### src/rtl/irqmod_pkg.sv
package irqmod_pkg;

  localparam int unsigned CNT_W_DEF = 8;
  localparam int unsigned RES_W_DEF = 8;

  // next prescaler phase: wraps to zero when it reaches the resolution
  function automatic logic [RES_W_DEF-1:0] phase_next(input logic [RES_W_DEF-1:0] ph,
                                                      input logic [RES_W_DEF-1:0] res);
    return (ph == res) ? '0 : ph + RES_W_DEF'(1);
  endfunction

  // countdown step that saturates at zero
  function automatic logic [CNT_W_DEF-1:0] count_step(input logic [CNT_W_DEF-1:0] c,
                                                      input logic en);
    return (en && c != '0) ? c - CNT_W_DEF'(1) : c;
  endfunction

endpackage

### src/rtl/irqmod_prescaler.sv
module irqmod_prescaler
  import irqmod_pkg::*;
#(
  parameter int unsigned RES_W = RES_W_DEF
) (
  input  logic             clk,
  input  logic             rst_n,
  input  logic             base_tick,
  input  logic             res_we,
  input  logic [RES_W-1:0] res_val,
  output logic             step_en
);

  logic [RES_W-1:0] res_q;
  logic [RES_W-1:0] phase_q;
  logic             at_wrap;

  assign at_wrap = (phase_q == res_q);
  assign step_en = base_tick && at_wrap && !res_we;

  always_ff @(posedge clk) begin
    if (!rst_n) begin
      res_q   <= '0;
      phase_q <= '0;
    end else if (res_we) begin
      res_q   <= res_val;
      phase_q <= '0;
    end else if (base_tick) begin
      phase_q <= phase_next(phase_q, res_q);
    end
  end

  AST_PHASE_RANGE: assert property (@(posedge clk) disable iff (!rst_n)
    phase_q <= res_q);
  AST_RES_RESTART: assert property (@(posedge clk) disable iff (!rst_n)
    res_we |=> (phase_q == '0 && res_q == $past(res_val)));
  AST_STEP_NEEDS_TICK: assert property (@(posedge clk) disable iff (!rst_n)
    (!base_tick || res_we) |-> !step_en);

endmodule

### src/rtl/irqmod_vec.sv
module irqmod_vec
  import irqmod_pkg::*;
#(
  parameter int unsigned CNT_W = CNT_W_DEF
) (
  input  logic             clk,
  input  logic             rst_n,
  input  logic             step_en,
  input  logic             flush,
  input  logic             req,
  input  logic             intv_we,
  input  logic [CNT_W-1:0] intv_val,
  output logic             fire
);

  logic [CNT_W-1:0] intv_q;
  logic [CNT_W-1:0] cnt_q;
  logic             pend_q;
  logic             fire_q;

  // named internal events
  logic want;
  logic expired;
  logic deliver;

  assign want    = pend_q || req;
  assign expired = (cnt_q == '0);
  assign deliver = want && (expired || flush);
  assign fire    = fire_q;

  always_ff @(posedge clk) begin
    if (!rst_n) begin
      intv_q <= '0;
      cnt_q  <= '0;
      pend_q <= 1'b0;
      fire_q <= 1'b0;
    end else begin
      if (intv_we) intv_q <= intv_val;
      fire_q <= deliver;
      pend_q <= deliver ? 1'b0 : want;
      cnt_q  <= deliver ? intv_q : count_step(cnt_q, step_en);
    end
  end

  AST_IDLE_DELIVER: assert property (@(posedge clk) disable iff (!rst_n)
    (req && cnt_q == '0) |=> fire_q);
  AST_RELOAD: assert property (@(posedge clk) disable iff (!rst_n)
    fire_q |-> (cnt_q == $past(intv_q)));
  AST_HOLD: assert property (@(posedge clk) disable iff (!rst_n)
    (cnt_q != '0 && !flush) |=> !fire_q);
  AST_FLUSH_RELEASE: assert property (@(posedge clk) disable iff (!rst_n)
    (flush && (pend_q || req)) |=> fire_q);
  AST_NO_SPURIOUS: assert property (@(posedge clk) disable iff (!rst_n)
    (!pend_q && !req) |=> !fire_q);
  AST_BYPASS: assert property (@(posedge clk) disable iff (!rst_n)
    (intv_q == '0 && req && !intv_we) |=> fire_q);

endmodule

### src/rtl/irq_moderator.sv
module irq_moderator
  import irqmod_pkg::*;
#(
  parameter int unsigned NUM_VEC = 4,
  parameter int unsigned CNT_W   = CNT_W_DEF,
  parameter int unsigned RES_W   = RES_W_DEF,
  localparam int unsigned SEL_W  = (NUM_VEC > 1) ? $clog2(NUM_VEC) : 1
) (
  input  logic               clk,
  input  logic               rst_n,
  input  logic               base_tick,
  input  logic [NUM_VEC-1:0] req,
  input  logic               res_we,
  input  logic [RES_W-1:0]   res_val,
  input  logic               intv_we,
  input  logic [SEL_W-1:0]   intv_sel,
  input  logic [CNT_W-1:0]   intv_val,
  input  logic               flush,
  output logic [NUM_VEC-1:0] fire
);

  logic               step_en;
  logic [NUM_VEC-1:0] intv_hit;

  irqmod_prescaler #(.RES_W(RES_W)) u_pre (
    .clk       (clk),
    .rst_n     (rst_n),
    .base_tick (base_tick),
    .res_we    (res_we),
    .res_val   (res_val),
    .step_en   (step_en)
  );

  for (genvar v = 0; v < NUM_VEC; v++) begin : g_vec
    assign intv_hit[v] = intv_we && (intv_sel == SEL_W'(v));

    irqmod_vec #(.CNT_W(CNT_W)) u_vec (
      .clk      (clk),
      .rst_n    (rst_n),
      .step_en  (step_en),
      .flush    (flush),
      .req      (req[v]),
      .intv_we  (intv_hit[v]),
      .intv_val (intv_val),
      .fire     (fire[v])
    );
  end

  AST_ONE_WRITE: assert property (@(posedge clk) disable iff (!rst_n)
    $onehot0(intv_hit));

endmodule

### config.mk
export PLATFORM = sky130hd
export DESIGN_NAME = irq_moderator
export DESIGN_NICKNAME = d
export VERILOG_FILES = /design/src/rtl/irqmod_pkg.sv /design/src/rtl/irqmod_prescaler.sv /design/src/rtl/irqmod_vec.sv /design/src/rtl/irq_moderator.sv
export SDC_FILE = /design/constraint.sdc
export NUM_CORES = 1
export LEC_CHECK = 0
export BUFFER_PORTS_ARGS = -buffer_cell sky130_fd_sc_hd__buf_4
export CAP_MARGIN = 20
export CORE_ASPECT_RATIO = 1.1
export CORE_UTILIZATION = 64
export CTS_CLUSTER_DIAMETER = 60
export DETAILED_ROUTE_END_ITERATION = 6
export PLACE_DENSITY = 0.84
export SETUP_SLACK_MARGIN = 0.2
export SLEW_MARGIN = 0
export SYNTH_ARGS = -nofsm -noshare
export SYNTH_HDL_FRONTEND = slang
export SYNTH_HIERARCHICAL = 1
export SYNTH_SLANG_ARGS = --single-unit
### constraint.sdc
create_clock -name clk -period 8.15 [get_ports clk]
set_input_delay 0.4075 -clock clk [delete_from_list [all_inputs] [get_ports clk]]
set_output_delay 0.4075 -clock clk [all_outputs]
set_load 0.05 [all_outputs]
After elaboration in Yosys (flattened, before gate mapping):

Index checks and enable logic that the tools add are counted.

* bits in registers: 88
* logic and storage cells: 78
* output and inout bits: 4

* equality and inequality tests: 4
* bitwise operators: 1
* reduce and logical (&&, ||, !) cells: 41
* $add $sub $neg: 5
* muxes and demuxes: 9

Operators by type and width (count)
* 8-bit 2-to-1 mux: 9
* 8-bit logical NOT: 4
* 8-bit nonzero test: 4
* 8-bit by 1-bit subtractor with 8-bit output, second input constant: 4
* 1-bit logical AND: 14
* 2-bit OR reduction: 5
* 8-bit by 1-bit adder with 8-bit output, second input constant: 1
* 8-bit == test: 1
* 1-bit logical OR: 8
* 2-bit nonzero test: 4
* 2-bit == test, second input constant: 2
* 2-bit by 1-bit == test with 1-bit output, second input constant: 1
* 2-bit logical NOT: 1
* 1-bit logical NOT: 1
* 1-bit inverter: 1

Longest topological paths before layout:

* depth after elaboration: 6
* gate-level depth with buffers: 7
* depth with buffers taken out: 7

Modules after synthesis:

Netlist, hierarchy kept.

Modules (own cells, without submodules)
* irqmod_vec: instances 4, area each 859.6 sq um, cells each 95, seq. area each 360.3 sq um
* irqmod_prescaler: instances 1, area each 735.7 sq um, cells each 74, seq. area each 320.3 sq um
* irq_moderator: instances 1, area each 37.5 sq um, cells each 4, seq. area each 0.0 sq um

Least setup slack after synthesis:

OpenSTA, ideal clock, no wires.

* path kind: register -> register
* start: register u_pre.phase_q[3]
* end: register g_vec[0].u_vec.cnt_q[2]
* path buffers: 0
* library setup time: 60 ps
* required time: 8090 ps
* clock period less this slack: 2740 ps
* data arrival time: 2680 ps
* setup slack: 5410 ps
* stages on the path, launching flop included: 8
* cells stage by stage: dfxtp_1 > xnor2_1 > nand4_1 > nor4_1 > nand3_1 > nand2b_1 > nor3b_1 > a221o_1

* cells in the longest elaborated chain, start to end: 5

Ends and longest elaborated chain
* start: declaration: line irqmod_prescaler.sv:15 `logic [RES_W-1:0] phase_q;`
* start signal: assignment: line irqmod_prescaler.sv:29 `phase_q <= phase_next(phase_q, res_q);`
* 8-bit == test: line irqmod_prescaler.sv:18 `assign at_wrap = (phase_q == res_q);`
* 1-bit logical AND (2 in series): line irqmod_prescaler.sv:19 `assign step_en = base_tick && at_wrap && !res_we;`
* net step_en: line irq_moderator.sv:22 `logic step_en;`
* 1-bit logical AND: line irqmod_pkg.sv:15 `return (en && c != '0) ? c - CNT_W_DEF'(1) : c;`
* 2-bit nonzero test (no line)
* end signal: assignment: line irqmod_vec.sv:41 `cnt_q <= deliver ? intv_q : count_step(cnt_q, step_en);`
* end: declaration: line irqmod_vec.sv:17 `logic [CNT_W-1:0] cnt_q;`

The timed path passes the listed nets, and every way through them passes these cells.
A chain may end at the register's enable or synchronous reset.

Worst setup path after layout:

* start: register u_pre.phase_q[3]
* end: register g_vec[2].u_vec.cnt_q[2]

* cells in the longest elaborated chain, start to end: 5

Ends and longest elaborated chain (line)
* 8-bit == test: irqmod_prescaler.sv:18
* 1-bit logical AND (2 in series): irqmod_prescaler.sv:19
* net step_en: irq_moderator.sv:22
* 1-bit logical AND: irqmod_pkg.sv:15
* 2-bit nonzero test (no line)
* end signal: assignment: irqmod_vec.sv:41
* end: declaration: irqmod_vec.sv:17

The timed path passes the listed nets, and every way through them passes these cells.

==> reports/metrics.yaml <==
outcome: "complete, no violations"
die_area_um2: 6910
worstSetupPathType: "register to register"
firstDrtPassIters: 5
clkLatencyLatePin_ns: 0.35
fmax_ghz: 0.456
grt_pass1_wl_um: 15000
synth_top_area_share_pct: 41.8
fin_ws_ns: 5.96
rr_startpoint: "u_pre/phase_q[3]"
ys_seq_elements: 88
avgSynthCellArea_um2: 9.20
hold_buffers: 0
synth_cell_type_count: 36
io_buffers: 31
post-route-min-period_ns: 2.19
reg2reg_slack_ns: 5.96
wirelength_um: 9040
critPathRequiredTime_ns: 8.44
start_util_pct: 67.2
worstHoldStart: "res_val[2]"
cts-buffers-inserted: 9
die_w_um: 79.3
ioPinCount: 32
ff2ff_path_depth: 8
clkTransAtPathRegs_ns: 0.08
hpwl_um: 6480
worstHoldPathType: "primary input to register"
final_common_cell: "dfxtp_1"
cap_violations: 0
finalCritPeriodShare_pct: 26.9
cp_max_fo: 16
grtUsageTotal_pct: 28.3
cts_tree: "done"
drive_gt1_share_pct: 12.9
yosysSeqAreaShare_pct: 41.8
cts_buffer_depth: 2
hold_depth: 3
cp_slowest_stage_delay_ns: 0.43
place_inst: 560
synth.area.top_cells: "dfxtp_1, mux2i_1, nor2b_1, nor2_1, o21ai_0"
drt-wirelength-per-cell_um: 15.7
ys.warnings.count: 6
place_ws_ns: 6.01
peakVddDrop_uv: 180
arrival_ns: 2.48
reg2reg_to: "g_vec[2].u_vec/cnt_q[2]"
path_cells: "xnor2_1 > nand4_1 > nor4_2 > buf_4 > nand3_1 > nand2b_1 > nor3b_1 > a221o_1"
leakage_uw: 0.00180
slew_violations: 0
syn_area_um2: 4210
antenna_found_initial: 0
via_per_inst: 5.91
hold_violations: 0
final_cells: 576
rows: 30
syn_inst: 458
grt_pass1_vias: 3294
slew-limit-headroom_pct: 39.3
cts-root-buf: "clkbuf_8"
path_buf_inv: 1
fin_skew_ns: 0.00871
syn_nets: 495
cp_slowest_cell: "dfxtp_1"
core_um2: 6270
place_congestion: 0.937
rsz0062_at_grt: "no"
diodes: 0
setup_viol: 0
powerDensity_nw_per_um2: 208
layout.cells.most_common_list: "dfxtp_1, mux2i_1, nor2b_1"
ctsResizeCount: 0
clock_sinks: 88
setup_tns_ns: 0
hold_end: "u_pre/res_q[2]"
grt_max_degree: 70
postRouteAntennaNets: 0
drc: 0
drtIter0Drc: 227
end_kind: "register"
finalNetCount: 528
cp_top_family: "simple AND/OR/NAND/NOR gates"
yosysTopAreaCell: "dfxtp_1"
tightest_slew_ns: 0.907
htreeDepth: 3
die_y_um: 87.1
cts_setup_buffers: 0
syn2layout_area_growth_pct: 13.5
vias: 3402
startpoint_type: "register"
grt-ovfl-total: 0
-- per-layer routing --
layer	vias to the layer above	GRT usage, %	share of wire (%)
met5	-	0	0
met4	0	13.1	1.7
met3	14	4.61	4.1
met2	93	50.7	52
met1	1596	32.9	42
li1	1699	-	-
-- worst max-delay path by stage --
stage                     depth (start not counted)  slack [ns]        startpoint                      end
after global routing                              8        5.77  u_pre/phase_q[3]  g_vec[1].u_vec/cnt_q[2]
after detailed placement                          8        6.01  u_pre/phase_q[3]  g_vec[2].u_vec/cnt_q[3]
after CTS                                         8        5.98  u_pre/phase_q[3]  g_vec[1].u_vec/cnt_q[3]
after global placement                            8        6.12  u_pre/phase_q[3]  g_vec[0].u_vec/cnt_q[3]
after floorplan                                   7        5.41  u_pre/phase_q[3]  g_vec[0].u_vec/cnt_q[2]
final                                             8        5.96  u_pre/phase_q[3]  g_vec[2].u_vec/cnt_q[2]
-- power breakdown --
part,internal [uW],switching [uW]
Clock,229,149
Sequential,447,15.7
Combinational,64.6,88.7
Total,741,253
-- through the flow --
stage	hold slack, ns	utilization, %	instance area (um2)	power (uW)
after floorplan	0.435	-	4210	579
after global placement	0.445	72.1	4520	620
after detailed placement	0.464	72.1	4520	624
after CTS	0.308	76.3	4780	1000
after global routing	0.327	76.3	4780	1040
final	0.329	76.3	4780	994
-- tightest hold or removal path, cell delays in order --
cell and delay, ns:
buf_4 0.08, mux2i_1 0.05, nor2b_1 0.10
-- state kept, by name, summed over array words and instances (netlist names) --
name,cells
g_vec.u_vec/cnt_q,32
g_vec.u_vec/intv_q,32
u_pre/phase_q,8
u_pre/res_q,8
g_vec.u_vec/fire,4
g_vec.u_vec/pend_q,4
-- cell usage after synthesis, drive strengths merged --
cell type and number:
nor2 38, nor3b 9, dfxtp 88, o2111ai 4, xnor2 16, nand3 9
and3b 2, and3 1, nor3 13, a211oi 4, a31oi 4, nor2b 44
and2 4, a21oi 24, o21a 4, o21ai 28, a221o 12, o21bai 4
nor4 9, nand2b 4, xor2 7, inv 13, a22oi 8, clkbuf 8
mux2i 45, or2 4, nand2 33, nand4 3, a32oi 4, ha 9
o311ai 1, buf 2
-- cell type report --
class	count	area, um2
clock buffers	12	165
clock inverters	4	98.8
repair buffers	32	240
flip-flops and latches	88	1760
well taps	80	100
inverters	13	48.8
multi-input cells	347	2370
fillers	427	1490
-- kinds of logic (layout without fill, tap and decap cells) --
family                   after synthesis  in the layout  synth area share (%)
AND/OR/NAND/NOR                      173            173                  22.0
buffers and inverters                 23             61                  2.11
flip-flops                            88             88                  41.8
adder cells (fa/ha/maj)                9              9                  2.67
XOR/XNOR                              23             23                  4.78
AO/OA/AOI/OAI                         97             97                  16.0
multiplexers                          45             45                  10.7
Note: power is estimated with default switching activity, not from simulation.
